**src/rtl/hpseq_pkg.sv**
```systemverilog
package hpseq_pkg;

   typedef enum logic [2:0] {
      ST_IDLE   = 3'd0,
      ST_AMP    = 3'd1,
      ST_DLY    = 3'd2,
      ST_OUT    = 3'd3,
      ST_FULL   = 3'd4,
      ST_SD_OUT = 3'd5,
      ST_SD_AMP = 3'd6
   } hp_state_e;

   // Field order fixes the packed status nibble: top bit first.
   typedef struct packed {
      logic rmv_short;
      logic out_en;
      logic dly_en;
      logic amp_en;
   } hp_ctl_t;

endpackage

```
**src/rtl/hpseq_prescaler.sv**
```systemverilog
module hpseq_prescaler #(
   parameter int unsigned TICK_DIV = 1
) (
   input  logic clk_i,
   input  logic rst_ni,
   input  logic tick_i,
   output logic us_pulse_o
);
   localparam int unsigned CNT_W = (TICK_DIV > 1) ? $clog2(TICK_DIV) : 1;
   localparam logic [CNT_W-1:0] LAST = CNT_W'(TICK_DIV - 1);

   if (TICK_DIV < 1) begin : g_bad_div
      $error("hpseq_prescaler: TICK_DIV must be at least 1");
   end

   logic [CNT_W-1:0] div_q;

   assign us_pulse_o = tick_i && (div_q == LAST);

   always_ff @(posedge clk_i or negedge rst_ni) begin
      if (!rst_ni) begin
         div_q <= '0;
      end else if (tick_i) begin
         if (div_q == LAST) div_q <= '0;
         else               div_q <= div_q + 1'b1;
      end
   end

endmodule

```
**src/rtl/hpseq_channel.sv**
```systemverilog
module hpseq_channel
   import hpseq_pkg::*;
#(
   parameter int unsigned DLY_US = 20
) (
   input  logic    clk_i,
   input  logic    rst_ni,
   input  logic    us_pulse_i,
   input  logic    req_i,
   input  logic    servo_done_i,
   output hp_ctl_t ctl_o,
   output logic    ready_o
);
   localparam int unsigned WAIT_PULSES = DLY_US + 1;
   localparam int unsigned CNT_W       = $clog2(WAIT_PULSES + 1);
   localparam logic [CNT_W-1:0] CNT_LAST = CNT_W'(WAIT_PULSES - 1);
   localparam logic [CNT_W-1:0] CNT_SAT  = CNT_W'(WAIT_PULSES);

   if (DLY_US < 1) begin : g_bad_dly
      $error("hpseq_channel: DLY_US must be at least 1");
   end

   hp_state_e        state_q, state_d;
   logic [CNT_W-1:0] cnt_q;
   logic             dly_done;

   assign dly_done = us_pulse_i && (cnt_q == CNT_LAST);

   always_comb begin
      state_d = state_q;
      unique case (state_q)
         ST_IDLE:   if (req_i) state_d = ST_AMP;
         ST_AMP:    if (!req_i) state_d = ST_IDLE;
                    else if (dly_done) state_d = ST_DLY;
         ST_DLY:    if (!req_i) state_d = ST_IDLE;
                    else if (servo_done_i) state_d = ST_OUT;
         ST_OUT:    if (!req_i) state_d = ST_SD_AMP;
                    else state_d = ST_FULL;
         ST_FULL:   if (!req_i) state_d = ST_SD_OUT;
         ST_SD_OUT: state_d = ST_SD_AMP;
         ST_SD_AMP: state_d = ST_IDLE;
         default:   state_d = ST_IDLE;
      endcase
   end

   always_ff @(posedge clk_i or negedge rst_ni) begin
      if (!rst_ni) state_q <= ST_IDLE;
      else         state_q <= state_d;
   end

   // Delay counter: only runs with the amplifier alone on, cleared elsewhere.
   always_ff @(posedge clk_i or negedge rst_ni) begin
      if (!rst_ni)                cnt_q <= '0;
      else if (state_q != ST_AMP) cnt_q <= '0;
      else if (us_pulse_i)        cnt_q <= cnt_q + 1'b1;
   end

   always_comb begin
      ctl_o = '0;
      unique case (state_q)
         ST_AMP:    ctl_o = '{rmv_short: 1'b0, out_en: 1'b0, dly_en: 1'b0, amp_en: 1'b1};
         ST_DLY,
         ST_SD_AMP: ctl_o = '{rmv_short: 1'b0, out_en: 1'b0, dly_en: 1'b1, amp_en: 1'b1};
         ST_OUT,
         ST_SD_OUT: ctl_o = '{rmv_short: 1'b0, out_en: 1'b1, dly_en: 1'b1, amp_en: 1'b1};
         ST_FULL:   ctl_o = '{rmv_short: 1'b1, out_en: 1'b1, dly_en: 1'b1, amp_en: 1'b1};
         default:   ctl_o = '0;
      endcase
   end

   assign ready_o = (state_q == ST_FULL);

   // Independent pulse tally since the amplifier came on, for the delay check.
   logic [CNT_W-1:0] chk_pulses_q;
   always_ff @(posedge clk_i or negedge rst_ni) begin
      if (!rst_ni)                              chk_pulses_q <= '0;
      else if (!ctl_o.amp_en)                   chk_pulses_q <= '0;
      else if (!ctl_o.dly_en && us_pulse_i &&
               chk_pulses_q != CNT_SAT)         chk_pulses_q <= chk_pulses_q + 1'b1;
   end


   min_delay_chk: assert property (@(posedge clk_i) disable iff (!rst_ni)
      $rose(ctl_o.dly_en) |-> (chk_pulses_q >= CNT_SAT));


   servo_wait_chk: assert property (@(posedge clk_i) disable iff (!rst_ni)
      $rose(ctl_o.out_en) |-> $past(servo_done_i) && $past(ctl_o.dly_en));


   short_after_out_chk: assert property (@(posedge clk_i) disable iff (!rst_ni)
      $rose(ctl_o.rmv_short) |-> $past(ctl_o.out_en));


   dly_with_amp_chk: assert property (@(posedge clk_i) disable iff (!rst_ni)
      $fell(ctl_o.amp_en) |-> !ctl_o.dly_en);


   dly_fall_chk: assert property (@(posedge clk_i) disable iff (!rst_ni)
      $fell(ctl_o.dly_en) |-> $fell(ctl_o.amp_en));


   out_off_order_chk: assert property (@(posedge clk_i) disable iff (!rst_ni)
      $fell(ctl_o.out_en) |-> !$past(ctl_o.rmv_short) && ctl_o.amp_en);

endmodule

```
**src/rtl/hp_enable_sequencer.sv**
```systemverilog
module hp_enable_sequencer
   import hpseq_pkg::*;
#(
   parameter int unsigned TICK_DIV = 1,
   parameter int unsigned DLY_US   = 20
) (
   input  logic       clk_i,
   input  logic       rst_ni,
   input  logic       tick_i,
   input  logic       req_l_i,
   input  logic       req_r_i,
   input  logic       servo_done_l_i,
   input  logic       servo_done_r_i,
   output logic [7:0] hp_status_o,
   output logic [1:0] ready_o
);
   localparam int unsigned NUM_CH = 2;
   localparam int unsigned CTL_W  = $bits(hp_ctl_t);

   if (NUM_CH * CTL_W != 8) begin : g_bad_pack
      $error("hp_enable_sequencer: status word must be 8 bits");
   end

   logic              us_pulse;
   logic [NUM_CH-1:0] req_v, done_v, rdy_v;
   hp_ctl_t           ctl_v [NUM_CH];

   // Index 1 is the left channel, index 0 the right.
   assign req_v  = {req_l_i, req_r_i};
   assign done_v = {servo_done_l_i, servo_done_r_i};

   hpseq_prescaler #(.TICK_DIV(TICK_DIV)) u_presc (
      .clk_i      (clk_i),
      .rst_ni     (rst_ni),
      .tick_i     (tick_i),
      .us_pulse_o (us_pulse)
   );

   for (genvar ch = 0; ch < NUM_CH; ch++) begin : g_ch
      hpseq_channel #(.DLY_US(DLY_US)) u_chan (
         .clk_i        (clk_i),
         .rst_ni       (rst_ni),
         .us_pulse_i   (us_pulse),
         .req_i        (req_v[ch]),
         .servo_done_i (done_v[ch]),
         .ctl_o        (ctl_v[ch]),
         .ready_o      (rdy_v[ch])
      );
      assign hp_status_o[ch*CTL_W +: CTL_W] = ctl_v[ch];
   end

   assign ready_o = rdy_v;


   ready_left_chk: assert property (@(posedge clk_i) disable iff (!rst_ni)
      ready_o[1] |-> (hp_status_o[7:4] == 4'hF));


   ready_right_chk: assert property (@(posedge clk_i) disable iff (!rst_ni)
      ready_o[0] |-> (hp_status_o[3:0] == 4'hF));

endmodule

```
**config.mk**
```make
export PLATFORM = sky130hd
export DESIGN_NAME = hp_enable_sequencer
export DESIGN_NICKNAME = d
export VERILOG_FILES = /design/src/rtl/hpseq_pkg.sv /design/src/rtl/hpseq_prescaler.sv /design/src/rtl/hpseq_channel.sv /design/src/rtl/hp_enable_sequencer.sv
export SDC_FILE = /design/constraint.sdc
export NUM_CORES = 1
export LEC_CHECK = 0
export BUFFER_PORTS_ARGS = -buffer_cell sky130_fd_sc_hd__buf_2
export CAP_MARGIN = 15
export CORE_ASPECT_RATIO = 0.5
export CORE_MARGIN = 2
export CORE_UTILIZATION = 25
export CTS_BUF_LIST = sky130_fd_sc_hd__clkbuf_8
export DETAILED_ROUTE_END_ITERATION = 10
export HOLD_SLACK_MARGIN = 0.02
export SKIP_CTS_REPAIR_TIMING = 1
export SLEW_MARGIN = 10
export SYNTH_ARGS = -nofsm -noshare
export SYNTH_HDL_FRONTEND = slang
export SYNTH_HIERARCHICAL = 1
export SYNTH_SLANG_ARGS = --single-unit
export TNS_END_PERCENT = 30
```
**constraint.sdc**
```tcl
create_clock -name clk_i -period 1.2 [get_ports clk_i]
set_input_delay 0.24 -clock clk_i [delete_from_list [all_inputs] [get_ports clk_i]]
set_output_delay 0.24 -clock clk_i [all_outputs]
set_load 0.05 [all_outputs]
```
==> impl_metrics.csv <==
group,metric,value,unit
status,status,"finished with violations",
status,violations,"negative setup slack",
grt,grt_pass1_vias,768,
cells_and_area,finish.utilization,43.2,%
pwr,netSwitchingPower,0.537,mW
cts,clkLatencyLatePin,0.25,ns
floorplan,core_area,3570,µm²
critical_path,worst_path_max_delay_cell,"dfrtp_2",
pwr,p_comb_share,36.2,%
route,drtIter0Drc,18,
placed_design,dp_cells,186,
sta,setup_viol,12,
logic_synthesis,synth_xor_area_share,9.07,%
logic_synthesis,synth_seq_area_share,41.5,%
sta,tns,-3.23,ns
pwr,internal_power,1.20,mW
logic_synthesis,synthTopCellsByArea,"dfrtp_1 41%, xor2_1 7.3%, mux2i_1 6.2%",
cts,root_buffer,"clkbuf_8",
sta,whs,0.345,ns
route,vias_per_cell,4.24,
placed_design,placed_area,1380,µm²
grt,grt_antenna_before_repair,0,
sta,min_period,1.55,ns
logic_synthesis,synth_top_family_by_area,"simple AND/OR/NAND/NOR gates",
sta,slew_headroom,75.4,%
logic_synthesis,synth-compound-area-share,4.92,%
placed_design,dp_hpwl,1.60,mm
logic_synthesis,synth_mux_area_share,6.22,%
pwr,ir_drop,0.327,mV
sta,setup_ws,-0.346,ns
logic_synthesis,synthCells,99,
hold_path,hold_class,"in2reg",
logic_synthesis,synth_warnings,6,
grt,grt_max_degree,17,
cts,clk_pin_slew,0.06,ns
placed_design,place.port_buffers,16,
cts,htree_levels,1,
sta,tightest_slew,0.369,ns
critical_path,cp.required,0.96,ns
logic_synthesis,synth_adder_area_share,5.18,%
sta,max_freq,647,MHz
pwr,swShare,31.0,%
route,vias,818,
logic_synthesis,synth-simple-area-share,26.7,%
grt,grt.total_usage,9.87,%
logic_synthesis,syn-num-nets,110,
floorplan,initial_core_util,27.1,%
grt,gr-total-overflow,0,
route,firstDrtPassIters,4,
cells_and_area,areaGrowthSynthToFinish,59.5,%
placed_design,routabilityCongestion,0.810,
logic_synthesis,yosysMostFrequentCell,"dfrtp_1",
logic_synthesis,synthDistinctLibCells,25,
critical_path,crit_path_end_kind,"output pin",
floorplan,dieHeight,48.0,µm
logic_synthesis,synth_edf_count,0,
pwr,total_leakage_power,0.712,nW
floorplan,die_x,91.9,µm
sta,drv_slew,0,
cells_and_area,fillCellCount,347,
cts,cts_tree,"built",
run,maxCapViolations,0,
cts,cts.sinks,16,
route,wl_per_cell,10.9,µm
critical_path,worst_path_largest_cell_delay,0.44,ns
logic_synthesis,async_flop_share,100,%
cells_and_area,antenna_cells,0,
cells_and_area,layout.cells.non_filler,193,
logic_synthesis,synth_common_cells,"16 x dfrtp_1, 10 x nor2_1, 8 x xor2_1",
pwr,p_per_area,1130,nW/µm²
critical_path,crit_type,"reg2out",
sta,final.setup_skew,0.00171,ns
critical_path,worst_setup_path_start_kind,"register",
cells_and_area,nets,154,
floorplan,num_rows,15,
pwr,p_seq_share,36.5,%
cts,cts_buffer_depth,2,
cts,cts_buffers,3,
logic_synthesis,avgSynthCellArea,9.76,µm²
grt,grt_pass1_wl,3.23,mm
logic_synthesis,synth_area_leader_cell,"dfrtp_1",
logic_synthesis,ys.flop_type,"dfrtp_1",
pwr,power,1.74,mW
floorplan,pin_count,17,
sta,rsz0062_at_grt,"yes",
pwr,pwr-share-clk,27.3,%
floorplan,die_area,4410,µm²
logic_synthesis,ys_seq_elements,16,
sta,hold_viol_final,0,
route,drt-total-wl,2.10,mm
cells_and_area,drive_above_1_share,50.7,%
placed_design,pre_cts_ws,-0.179,ns
logic_synthesis,yosys.area.top_type_share,41.5,%
logic_synthesis,syn_area,966,µm²
route,drc,0,
route,route.antenna.remaining_nets,0,
cells_and_area,postLayoutCellArea,1540,µm²
critical_path,cp.arrival,1.31,ns
sta,fin_crit_sh,129,%
critical_path,crit_chain,"nor2b_1, a21o_4, nand2b_4, buf_6",
critical_path,cp_max_fo,6,
==> placed cells by master, fill, tap and decap left out <==
| master | netlist | layout |
|---|---|---|
| and4b_1 | 2 | 2 |
| nor2_2 | 0 | 1 |
| nor2b_1 | 6 | 6 |
| buf_4 | 1 | 28 |
| a21o_4 | 0 | 2 |
| mux2i_1 | 6 | 4 |
| nor4b_1 | 2 | 2 |
| nand4_1 | 4 | 4 |
| nand2_1 | 6 | 5 |
| mux2i_4 | 0 | 2 |
| nand2b_4 | 0 | 4 |
| or2_4 | 0 | 2 |
| a31oi_1 | 2 | 2 |
| buf_2 | 0 | 7 |
| dfrtp_1 | 16 | 11 |
| buf_8 | 0 | 1 |
| inv_1 | 4 | 4 |
| dfrtp_2 | 0 | 5 |
| o21ai_1 | 0 | 2 |
| ha_1 | 4 | 4 |
| buf_6 | 2 | 9 |
| a21oi_1 | 2 | 2 |
| nor3b_4 | 0 | 4 |
| xor2_1 | 8 | 8 |
| clkbuf_8 | 0 | 4 |
| nand2_2 | 0 | 1 |
| xnor2_1 | 2 | 2 |
| nor2_1 | 10 | 9 |
| or3b_2 | 2 | 2 |
| dlygate4sd3_1 | 0 | 1 |
| or3_1 | 2 | 2 |
==> registers in the layout, summed over array words and instances, names as in the netlist <==
name                 flops
g_ch.u_chan/cnt_q       10
g_ch.u_chan/state_q      6
==> area by class of cell <==
type	count	area (µm²)	area share, %
Clock buffer	4	55.1	3.57
Timing Repair Buffer	46	372	24.1
Sequential cell	16	407	26.4
Inverter	4	15.0	0.975
Multi-Input combinational cell	72	628	40.8
Tap cell	51	63.8	4.14
==> path summary, 6_finish.rpt <==
kind,slack [ns],from,depth (start not counted),end
worst max-delay path,-0.35,g_ch[1].u_chan/state_q[1],4,hp_status_o[4]
worst min-delay path,0.35,req_l_i,3,g_ch[1].u_chan/state_q[0]
worst max register to register,-0.16,g_ch[0].u_chan/state_q[1],4,g_ch[0].u_chan/state_q[0]
worst min register to register,0.53,g_ch[0].u_chan/state_q[1],1,g_ch[0].u_chan/state_q[2]
max in group asynchronous,0.47,rst_ni,2,g_ch[0].u_chan/state_q[0]
min in group asynchronous,0.44,rst_ni,2,g_ch[1].u_chan/cnt_q[0]
==> power by group through the flow <==
stage	logic, mW	clock network [mW]	registers [mW]
2_1_floorplan	0.373	0	0.659
3_3_place_gp	0.556	0	0.643
3_5_place_dp	0.567	0	0.644
4_1_cts	0.568	0.497	0.634
5_1_grt	0.678	0.526	0.640
6_report	0.627	0.474	0.634
==> logic make-up after synthesis <==
family	after synthesis
compound gates	8
buf+inv	11
simple gates	44
xor+xnor	10
fa+ha+maj	4
mux	6
flops	16
==> critical path: cells and delay by family, from the launching register on <==
family	cells	cell delay, ns
AND/OR/NAND/NOR	2	0.29
AO/OA/AOI/OAI	1	0.18
buffers and inverters	1	0.14
flip-flops	1	0.44
==> metal layers <==
| layer | up-vias | GRT usage (%) | wire length (µm) |
|---|---|---|---|
| met5 | - | 0 | 0 |
| met4 | 0 | 4.48 | 29 |
| met3 | 2 | 3.46 | 67 |
| met2 | 11 | 16.9 | 1000 |
| met1 | 388 | 11.8 | 1000 |
| li1 | 417 | - | - |
No activity file was read; power rests on OpenSTA's default activity.
